`config.mk`:
```
export PLATFORM = sky130hd
export DESIGN_NAME = strres_node
export DESIGN_NICKNAME = d
export VERILOG_FILES = /design/src/rtl/strres_pkg.sv /design/src/rtl/strres_peak.sv /design/src/rtl/strres_vote.sv /design/src/rtl/strres_encode.sv /design/src/rtl/strres_node.sv
export SDC_FILE = /design/constraint.sdc
export NUM_CORES = 1
export LEC_CHECK = 0
export ABC_AREA = 1
export CAP_MARGIN = 20
export CELL_PAD_IN_SITES_DETAIL_PLACEMENT = 1
export CELL_PAD_IN_SITES_GLOBAL_PLACEMENT = 1
export CORE_MARGIN = 4
export CORE_UTILIZATION = 40
export DETAILED_ROUTE_END_ITERATION = 16
export PLACE_DENSITY_LB_ADDON = 0.25
export SKIP_LAST_GASP = 1
export SLEW_MARGIN = 5
export SYNTH_ARGS = -nofsm -noshare
export SYNTH_HDL_FRONTEND = slang
export SYNTH_SLANG_ARGS = --single-unit
```
`constraint.sdc`:
```
create_clock -name vclk -period 8.7
set_input_delay 0.87 -clock vclk [all_inputs]
set_output_delay 0.87 -clock vclk [all_outputs]
set_load 0.02 [all_outputs]
```
`src/rtl/strres_pkg.sv`:
```
package strres_pkg;

  localparam int LVL_W = 3;

  typedef logic [LVL_W-1:0] lvl_t;

  // Ranking: higher code is stronger.
  localparam lvl_t LVL_HIGHZ  = 3'd0;
  localparam lvl_t LVL_SMALL  = 3'd1;
  localparam lvl_t LVL_MEDIUM = 3'd2;
  localparam lvl_t LVL_WEAK   = 3'd3;
  localparam lvl_t LVL_LARGE  = 3'd4;
  localparam lvl_t LVL_PULL   = 3'd5;
  localparam lvl_t LVL_STRONG = 3'd6;
  localparam lvl_t LVL_SUPPLY = 3'd7;

  typedef enum logic [1:0] {
    NODE_0 = 2'b00,
    NODE_1 = 2'b01,
    NODE_Z = 2'b10,
    NODE_X = 2'b11
  } node_t;

  // Larger of two levels.
  function automatic lvl_t lvl_max(input lvl_t a, input lvl_t b);
    return (a > b) ? a : b;
  endfunction

  // Node value from the values observed at the peak level.
  function automatic node_t node_pick(input logic seen0, input logic seen1,
                                      input lvl_t peak);
    if (peak == LVL_HIGHZ) return NODE_Z;
    if (seen0 && seen1)    return NODE_X;
    if (seen1)             return NODE_1;
    return NODE_0;
  endfunction

endpackage

```
`src/rtl/strres_peak.sv`:
```
module strres_peak
  import strres_pkg::*;
#(
  parameter int N = 8
) (
  input  logic [N*LVL_W-1:0] drv_lvl,
  output lvl_t               peak_lvl
);

  localparam int DEPTH  = (N > 1) ? $clog2(N) : 0;
  localparam int LEAVES = 1 << DEPTH;

  // Balanced max tree; stage s holds LEAVES>>s partial maxima.
  for (genvar s = 0; s <= DEPTH; s++) begin : g_stage
    localparam int W = LEAVES >> s;
    logic [W*LVL_W-1:0] v;
    if (s == 0) begin : g_leaf
      for (genvar k = 0; k < W; k++) begin : g_in
        if (k < N) begin : g_real
          assign v[k*LVL_W +: LVL_W] = drv_lvl[k*LVL_W +: LVL_W];
        end else begin : g_pad
          assign v[k*LVL_W +: LVL_W] = LVL_HIGHZ;
        end
      end
    end else begin : g_node
      for (genvar k = 0; k < W; k++) begin : g_max
        assign v[k*LVL_W +: LVL_W] =
          lvl_max(g_stage[s-1].v[(2*k)*LVL_W +: LVL_W],
                  g_stage[s-1].v[(2*k+1)*LVL_W +: LVL_W]);
      end
    end
  end

  assign peak_lvl = g_stage[DEPTH].v[LVL_W-1:0];

  // The peak bounds every driver and is attained by one of them.
  always_comb begin
    logic hit;
    hit = (peak_lvl == LVL_HIGHZ);
    for (int k = 0; k < N; k++) begin
      AST_PEAK_BOUNDS: assert (drv_lvl[k*LVL_W +: LVL_W] <= peak_lvl);
      if (drv_lvl[k*LVL_W +: LVL_W] == peak_lvl) hit = 1'b1;
    end
    AST_PEAK_ATTAINED: assert (hit);
  end

endmodule

```
`src/rtl/strres_vote.sv`:
```
module strres_vote
  import strres_pkg::*;
#(
  parameter int N = 8
) (
  input  logic [N-1:0]       drv_val,
  input  logic [N*LVL_W-1:0] drv_lvl,
  input  lvl_t               peak_lvl,
  output logic [N-1:0]       at_peak,
  output logic               seen0,
  output logic               seen1
);

  // A driver votes only when it sits at the peak and actually drives.
  for (genvar k = 0; k < N; k++) begin : g_cmp
    assign at_peak[k] = (drv_lvl[k*LVL_W +: LVL_W] == peak_lvl) &&
                        (peak_lvl != LVL_HIGHZ);
  end

  assign seen0 = |(at_peak & ~drv_val);
  assign seen1 = |(at_peak &  drv_val);

  always_comb begin
    AST_VOTE_PRESENT: assert ((seen0 || seen1) == (peak_lvl != LVL_HIGHZ));
    for (int k = 0; k < N; k++) begin
      if (drv_lvl[k*LVL_W +: LVL_W] == LVL_HIGHZ)
        AST_HIGHZ_SILENT: assert (!at_peak[k]);
    end
  end

endmodule

```
`src/rtl/strres_encode.sv`:
```
module strres_encode
  import strres_pkg::*;
(
  input  logic       seen0,
  input  logic       seen1,
  input  lvl_t       peak_lvl,
  output logic [1:0] node_val,
  output lvl_t       node_lvl
);

  assign node_val = node_pick(seen0, seen1, peak_lvl);
  assign node_lvl = peak_lvl;

  always_comb begin
    if (node_val == NODE_Z)
      AST_Z_AT_ZERO: assert (node_lvl == LVL_HIGHZ);
    if (node_val == NODE_X)
      AST_X_NEEDS_BOTH: assert (seen0 && seen1);
    if (seen0 && !seen1)
      AST_PLAIN_ZERO: assert (node_val == NODE_0);
  end

endmodule

```
`src/rtl/strres_node.sv`:
```
module strres_node
  import strres_pkg::*;
#(
  parameter int N = 8
) (
  input  logic [N-1:0]       drv_val,
  input  logic [N*LVL_W-1:0] drv_lvl,
  output logic [1:0]         node_val,
  output logic [LVL_W-1:0]   node_lvl
);

  lvl_t         peak_lvl;
  logic [N-1:0] at_peak;
  logic         seen0;
  logic         seen1;

  strres_peak #(.N(N)) u_peak (
    .drv_lvl (drv_lvl),
    .peak_lvl(peak_lvl)
  );

  strres_vote #(.N(N)) u_vote (
    .drv_val (drv_val),
    .drv_lvl (drv_lvl),
    .peak_lvl(peak_lvl),
    .at_peak (at_peak),
    .seen0   (seen0),
    .seen1   (seen1)
  );

  strres_encode u_enc (
    .seen0   (seen0),
    .seen1   (seen1),
    .peak_lvl(peak_lvl),
    .node_val(node_val),
    .node_lvl(node_lvl)
  );

  // Port-level relations between drivers and the resolved node.
  always_comb begin
    logic any_supply;
    logic backed;
    any_supply = 1'b0;
    backed     = 1'b0;
    for (int k = 0; k < N; k++) begin
      if (drv_lvl[k*LVL_W +: LVL_W] == LVL_SUPPLY) any_supply = 1'b1;
      if (drv_lvl[k*LVL_W +: LVL_W] == node_lvl && node_lvl != LVL_HIGHZ &&
          node_val == {1'b0, drv_val[k]}) backed = 1'b1;
    end
    if (any_supply)
      AST_SUPPLY_WINS: assert (node_lvl == LVL_SUPPLY);
    if (node_val == NODE_0 || node_val == NODE_1)
      AST_VALUE_BACKED: assert (backed);
    if (|at_peak)
      AST_LEVEL_MATCH: assert (node_lvl != LVL_HIGHZ);
  end

endmodule

```
* Word level (Yosys, flattened, before mapping) *
Index checks and enable logic that the tools add are counted.

storage, ports and cells
  input bits = 32
  register bits = 0

cells by class
  bitwise logic cells = 3
  $lt $le $gt $ge = 7
  reduce and logical (&&, ||, !) cells = 13
  multiplexer cells = 19
  equality and inequality tests = 8

operators by type and width
  cell                           count
  3-bit equality test            8
  3-bit greater-than comparator  7
  3-bit 2-to-1 mux               7
  8-bit bitwise AND              2
  8-bit OR reduction             2
  2-bit 2-to-1 mux               6
  1-bit logical AND              9
  8-bit NOT                      1
  1-bit 2-to-1 mux               6
  3-bit zero test                1
  3-bit nonzero test             1

* Longest topological paths before layout *
Gate-level depths: netlist (run 1).

  depth in word-level cells = 18
  depth in mapped cells = 34
  mapped depth without buffers = 34

* Modules after synthesis *
Synthesis (run 1) repeated with hierarchy kept, for this count alone.

unflattened totals
  cell total of the unflattened synthesis = 310
  area total of the unflattened synthesis = 1,609.0 µm²

by module, submodules not included
  module         cells an instance  area an instance (µm²)  sequential area each (µm²)  times used
  strres_peak    141                843.3                   0.0                         1
  strres_vote    159                713.2                   0.0                         1
  strres_encode  10                 52.6                    0.0                         1

* Worst setup path before layout (run 1) *
OpenSTA, ideal clock, no wires.

  kind = input port to output port
  from = input port drv_lvl[17]
  to = output port node_val[1]
  stages = 30
  buffers on the path = 0
  required time = 7,830 ps
  setup slack = 3,243 ps
  arrival time = 4,587 ps
  cell sequence = inv_1 ha_1 a21oi_2 nand2_4 nand3_2 nand2_1 ha_1 nand3_1 inv_1 nor2_1 nand3_1 and2_1 ha_1 nand2_1 nor2_1 nor2_2 nand2_2 o21ai_2 inv_2 nand3_4 nand2_4 nand2_1 nand2_1 nor2_1 nand3_2 nand2_2 nor2_2 nand2_1 nand2_1 nand2_1

on the way
  cells in the longest elaborated chain, start to end = 16
  elaborated cells on any way between the ends = 40
  classes of those cells = order compare (3); eq/ne (8); mux (14); bitwise (2); reduce/logical (13)

RTL lines
  what                                                   line                                  source
  from (decl)                                            strres_node.sv:7                      input logic [N*LVL_W-1:0] drv_lvl,
  3-bit greater-than comparator                          strres_pkg.sv:26                      return (a > b) ? a : b;
  3-bit 2-to-1 mux *                                     strres_pkg.sv:26
  3-bit greater-than comparator                          strres_pkg.sv:26
  3-bit 2-to-1 mux *                                     strres_pkg.sv:26
  3-bit greater-than comparator                          strres_pkg.sv:26
  3-bit 2-to-1 mux *                                     strres_pkg.sv:26
  via node_lvl[1]                                        strres_node.sv:9                      output logic [LVL_W-1:0] node_lvl
  3-bit equality test (tied with other cells)            n/a
  1-bit logical AND                                      strres_vote.sv:16                     assign at_peak[k] = (drv_lvl[k*LVL_W +: LVL_W] == peak_lvl) &&
  8-bit bitwise AND, on equally long branches            strres_vote.sv:21, strres_vote.sv:20
  8-bit OR reduction, on equally long branches           strres_vote.sv:21, strres_vote.sv:20
  1-bit 2-to-1 mux or 1-bit logical AND (tied branches)  strres_pkg.sv:34, strres_pkg.sv:33
  1-bit 2-to-1 mux or 2-bit 2-to-1 mux (tied branches)   strres_pkg.sv:34, strres_pkg.sv:33
  1-bit 2-to-1 mux or 2-bit 2-to-1 mux (tied branches)   strres_pkg.sv:33, strres_pkg.sv:34
  2-bit 2-to-1 mux                                       strres_pkg.sv:35                      return NODE_0;
  2-bit 2-to-1 mux                                       strres_pkg.sv:34                      if (seen1) return NODE_1;
  2-bit 2-to-1 mux *                                     strres_pkg.sv:33                      if (seen0 && seen1) return NODE_X;
  to (decl)                                              strres_node.sv:8                      output logic [1:0] node_val,

Mark *: on every way through the listed nets, which the timed path passes. The rest lies on a longest branch. The select of a mux whose other input is x is not followed.

* Worst setup path after layout (run 1) *
  from = input port drv_lvl[17]
  to = output port node_val[1]

on the way
  cells in the longest elaborated chain, start to end = 16
  elaborated cells on any way between the ends = 40
  classes of those cells = order compare (3); eq/ne (8); mux (14); bitwise (2); reduce/logical (13)

RTL lines
  what                                                   line
  3-bit greater-than comparator                          strres_pkg.sv:26
  3-bit 2-to-1 mux                                       strres_pkg.sv:26
  3-bit greater-than comparator                          strres_pkg.sv:26
  3-bit 2-to-1 mux                                       strres_pkg.sv:26
  3-bit greater-than comparator                          strres_pkg.sv:26
  3-bit 2-to-1 mux                                       strres_pkg.sv:26
  3-bit equality test (tied with other cells)            n/a
  1-bit logical AND                                      strres_vote.sv:16
  8-bit bitwise AND, on equally long branches            strres_vote.sv:21, strres_vote.sv:20
  8-bit OR reduction, on equally long branches           strres_vote.sv:21, strres_vote.sv:20
  1-bit 2-to-1 mux or 1-bit logical AND (tied branches)  strres_pkg.sv:34, strres_pkg.sv:33
  1-bit 2-to-1 mux or 2-bit 2-to-1 mux (tied branches)   strres_pkg.sv:34, strres_pkg.sv:33
  1-bit 2-to-1 mux or 2-bit 2-to-1 mux (tied branches)   strres_pkg.sv:33, strres_pkg.sv:34
  2-bit 2-to-1 mux                                       strres_pkg.sv:35
  2-bit 2-to-1 mux                                       strres_pkg.sv:34
  2-bit 2-to-1 mux *                                     strres_pkg.sv:33

Every way passes the cells marked *; elsewhere a longest branch is shown, timed or not. The select of a mux whose other input is x is not followed.

==> results of run 1 <==
==> cell type report <==
cell class | count | area [um^2] | area share
Inverter | 49 | 184 | 0.0824
Multi-Input combinational cell | 272 | 1610 | 0.723
Tap cell | 52 | 65.1 | 0.0291
Timing Repair Buffer | 37 | 370 | 0.166
==> critical path: cells and delay by family <==
family	cells	cell delay, ns
AO/OA/AOI/OAI	2	0.42
adder cells (fa/ha/maj)	3	0.96
buffers and inverters	4	1.30
AND/OR/NAND/NOR	23	2.36
==> worst min path at each step <==
| stage | startpoint | end | slack, ns | depth (start not counted) |
|---|---|---|---|---|
| after floorplan | drv_val[1] | node_val[0] | 2.04 | 4 |
| after CTS | drv_val[1] | node_val[0] | 2.99 | 6 |
| after global routing | drv_val[5] | node_val[0] | 3.06 | 6 |
| final | drv_val[5] | node_val[0] | 2.98 | 6 |
| after detailed placement | drv_val[1] | node_val[0] | 2.99 | 6 |
| after global placement | drv_val[4] | node_val[0] | 2.98 | 6 |
==> per-layer routing <==
layer | up-vias | global-route usage | routed length [um]
met2 | 33 | 0.372 | 2670
met5 | - | 0 | 0
met1 | 945 | 0.304 | 2800
met4 | 0 | 0 | 0
met3 | 0 | 0.00134 | 232
li1 | 1112 | - | -
==> power groups by stage <==
stage / Combinational [W] / Clock, W / Sequential (W)
global placement: 0.000817 / 0 / 0
detailed placement: 0.000839 / 0 / 0
CTS: 0.000842 / 0 / 0
global route: 0.000928 / 0 / 0
floorplan: 0.000611 / 0 / 0
finish: 0.000833 / 0 / 0
==> cell families after synthesis <==
family,share of synthesized area
simple gates,0.712
buf+inv,0.102
fa+ha+maj,0.146
compound gates,0.0251
xor+xnor,0.0146
==> through the flow <==
step                      cell area [um^2]  total power (W)  setup slack, ns
after global placement                2230         0.000817             2.06
after floorplan                       1800         0.000611             3.24
after CTS                             2230         0.000842             1.88
after detailed placement              2230         0.000839             1.88
final                                 2230         0.000833             1.91
after global routing                  2230         0.000928             1.54
==> layout by cell type, fill, tap and decap left out <==
master | netlist | layout
nor2_8 | 1 | 1
nand3_1 | 63 | 63
nand2_4 | 4 | 4
a21oi_1 | 1 | 1
nand2_1 | 111 | 111
xor2_1 | 3 | 3
nor2_1 | 16 | 16
nand3_2 | 15 | 15
o21ai_1 | 1 | 1
nand3b_1 | 3 | 3
a21oi_2 | 3 | 3
inv_1 | 46 | 46
o21ai_2 | 1 | 1
nor2_2 | 11 | 11
clkdlybuf4s50_1 | 0 | 37
nand3_4 | 4 | 4
ha_1 | 21 | 21
nand2_2 | 10 | 10
nor2_4 | 2 | 2
nand2_8 | 1 | 1
and2_1 | 1 | 1
inv_2 | 3 | 3
==> impl_metrics.ini, run 1 <==
[timing]
rsz0062_at_grt = no
max_freq_mhz = 147
fin_hold_ws_ns = 2.98
slew_violations = 0
min_period_ns = 6.79
finalSetupTns_ns = 0
slew_headroom = 0.763
worst_slew_pin_slew_ns = 0.355
hold_viol_final = 0
fin_crit_sh = 0.780
setup_viol = 0

[flow_run]
max_cap_viol_count = 0

[status]
status = complete, no violations

[layout]
final_util = 0.513
n_fill_cell = 646
regArea_um2 = 0
nets = 413
seq_cells = 0
diodes = 0
fin_cells = 410
area_growth_pct = 24.2
drive_above_1_share = 0.154
clkbuf_count = 0

[worst_setup_path]
crit_path_frequent_cell = nand2_1
startpoint_type = primary input
crit_start = drv_lvl[17]
required_ns = 7.83
critPathCapture = node_val[1]
end_kind = primary output
slowest_delay_ns = 0.59
path_class = in2out
critPathMaxFanout = 7
cp_slowest_cell = clkdlybuf4s50_1
arrival_ns = 5.92

[synth]
seq_area_frac_synth = 0
yosys_warnings = 0
synthCells = 321
syn_area_um2 = 1800
avgSynthCellArea_um2 = 5.60
synthDistinctLibCells = 21
synth_top_area_frac = 0.232
syn_nets = 374
yosys-top-cells-count = nand2_1, nand3_1, inv_1
synth_area_leaders = nand2_1, nand3_1, ha_1, inv_1, nand3_2
yosysMostFrequentCell = nand2_1
synth_top_cell_by_area = nand2_1

[route]
drt-total-wl_mm = 5.71
drt_iter0_drc = 78
first_pass_iters = 4
avgRoutedWirePerCell_um = 13.9
post-route-drc-count = 0
ant_nets = 0
routed_via_density = 5.10
routed-via-count = 2090

[grt]
gr-total-overflow = 0
grt_max_degree = 11
grt_usage = 0.211
grt_first_pass_wirelength_mm = 9.49
antenna_found_initial = 0
grt_pass1_vias = 2078

[cts]
cts_hold_buf = 0
cts_setup_buffers = 0
cts_resized = 0

[floorplan]
die_area_um2 = 5630
rows = 24
die_h_um = 75.0
core_um2 = 4350
initial_core_util = 0.413
die_w_um = 75.0
design.portCount = 37

[placement]
dp.cells = 410
dp_hpwl_mm = 5.16
port-buffer-count = 37
gp_congestion = 0.838

[hold_path]
hp-class = in2out

[power_and_ir_drop]
p_seq_frac = 0
p_leak_nw = 1.27
p_sw_w = 0.000534
power.density_nw_per_um2 = 373
swShare = 0.640
vdd_ir_drop_max_uv = 262
pwr-share-comb = 1.000
internal-power_w = 0.000300
p_clk_frac = 0
(Power assumes the default switching activity.)
==> inputs of run 2 (changes only) <==
Settings changed: CORE_UTILIZATION 40 to 33.
Clock period 8.7 ns to 5.4 ns, I/O delays scaled along.
==> run 2 against run 1 <==
The flow now finishes with violations (negative setup slack). Via count increased by 43%. Sequential share of layout area unchanged. First-iteration DRC count grew to 2.6 times the previous value. Hold slack got worse by 0.93 ns. Routed wire length increased by 120%. Design area rose by 58%. Utilization increased by 17 points. Final cell count up 29%. Worst setup slack worse by 2.3 ns. Total power rose to 2.6 times the previous value. Flip-flop and latch count stayed put. Non-clock buffer count grew 99. Largest cell class unchanged. Largest power group unchanged.
==> impl_metrics.ini, run 2 (synthesis results as in run 1) <==
[status]
status = finished with violations
violations = negative setup slack

[timing]
timing.final.ws_setup_ns = -0.364
fin_crit_sh = 1.07
min_period_ns = 5.76
finalSetupTns_ns = -0.575
slew_headroom = 0.822
hold_viol_final = 0
worst_slew_pin_slew_ns = 0.266
setup_viol = 2
slew_violations = 0
max_freq_mhz = 173

[hold_path]
hp-class = in2out

[power_and_ir_drop]
swShare = 0.611
power.density_nw_per_um2 = 614
p_sw_w = 0.00133
vdd_ir_drop_max_uv = 493
p_leak_nw = 1.95
p_clk_frac = 0
p_seq_frac = 0
internal-power_w = 0.000844
totalPowerFinal_w = 0.00217
pwr-share-comb = 1.000

[floorplan]
initial_core_util = 0.345
core_um2 = 5200
die_area_um2 = 6690
die_w_um = 81.8
die_h_um = 81.8
rows = 26
design.portCount = 37

[grt]
grt_pass1_vias = 2724
grt_max_degree = 10
antenna_found_initial = 0
gr-total-overflow = 0
grt_usage = 0.239
grt_first_pass_wirelength_mm = 12.8

[route]
drt_iter0_drc = 206
post-route-drc-count = 0
avgRoutedWirePerCell_um = 23.4
routed-via-count = 2998
drt-total-wl_mm = 12.3
routed_via_density = 5.69
first_pass_iters = 4
ant_nets = 0

[layout]
seq_cells = 0
drive_above_1_share = 0.499
regArea_um2 = 0
nets = 512
final_util = 0.680
area_growth_pct = 96.8
final_common_cell = buf_4
diodes = 0
clkbuf_count = 0
mostFrequentLayoutCells = buf_4, nand2_1, nand3_1
n_fill_cell = 647

[worst_setup_path]
required_ns = 4.86
end_kind = primary output
slowest_delay_ns = 0.49
critPathMaxFanout = 7
crit_path_frequent_cell = nand2_1
cp_slowest_cell = clkdlybuf4s50_1
startpoint_type = primary input
arrival_ns = 5.22
path_class = in2out

[cts]
cts_hold_buf = 0

[placement]
port-buffer-count = 37
dp_hpwl_mm = 6.79
gp_congestion = 0.841

[flow_run]
max_cap_viol_count = 0
run 2: layer usage:
layer	up-vias	global-route usage	part of all wire
met4	0	0.0349	0.073
met1	1441	0.303	0.37
met2	168	0.452	0.50
met3	85	0.00768	0.061
met5	-	0	0
li1	1304	-	-
run 2: power by group through the flow:
stage / Combinational [W] / Sequential (W) / Clock [W]
after detailed placement: 0.00160 / 0 / 0
final: 0.00217 / 0 / 0
after floorplan: 0.000984 / 0 / 0
after global placement: 0.00153 / 0 / 0
after global routing: 0.00227 / 0 / 0
after CTS: 0.00160 / 0 / 0
run 2: final cells by class:
class / instances / area, um^2 / area share
multi-input cells: 272 / 2080 / 0.587
inverters: 49 / 184 / 0.0520
repair buffers: 136 / 1190 / 0.336
well taps: 70 / 87.6 / 0.0248
run 2: repair_timing:
action	4_1_cts	5_1_grt
endpoints found under the setup margin	2	5
pin swaps	6	41
setup buffers	2	16
gates resized for setup	13	117
run 2: final timing paths:
check                  start           to  slack, ns  depth (start not counted)
hold / removal    drv_val[2]  node_val[0]       2.05                          6
setup / recovery  drv_lvl[1]  node_val[1]      -0.36                         34
run 2: through the flow:
step	cell area, um^2	instances	setup WS (ns)	hold WS [ns]
floorplan	1800	321	0.603	1.38
global placement	2880	509	-0.287	2.32
detailed placement	2880	509	-0.513	2.33
CTS	2920	511	0.0128	2.05
global route	3540	527	-0.585	2.09
finish	3540	527	-0.364	2.05
run 2: critical path, delay by kind of cell:
| kind | cells | cell delay, ns |
|---|---|---|
| AOI/OAI and AO/OA | 1 | 0.10 |
| buffers and inverters | 5 | 0.95 |
| and+or+nand+nor | 25 | 2.67 |
| adders and majority gates | 3 | 0.94 |
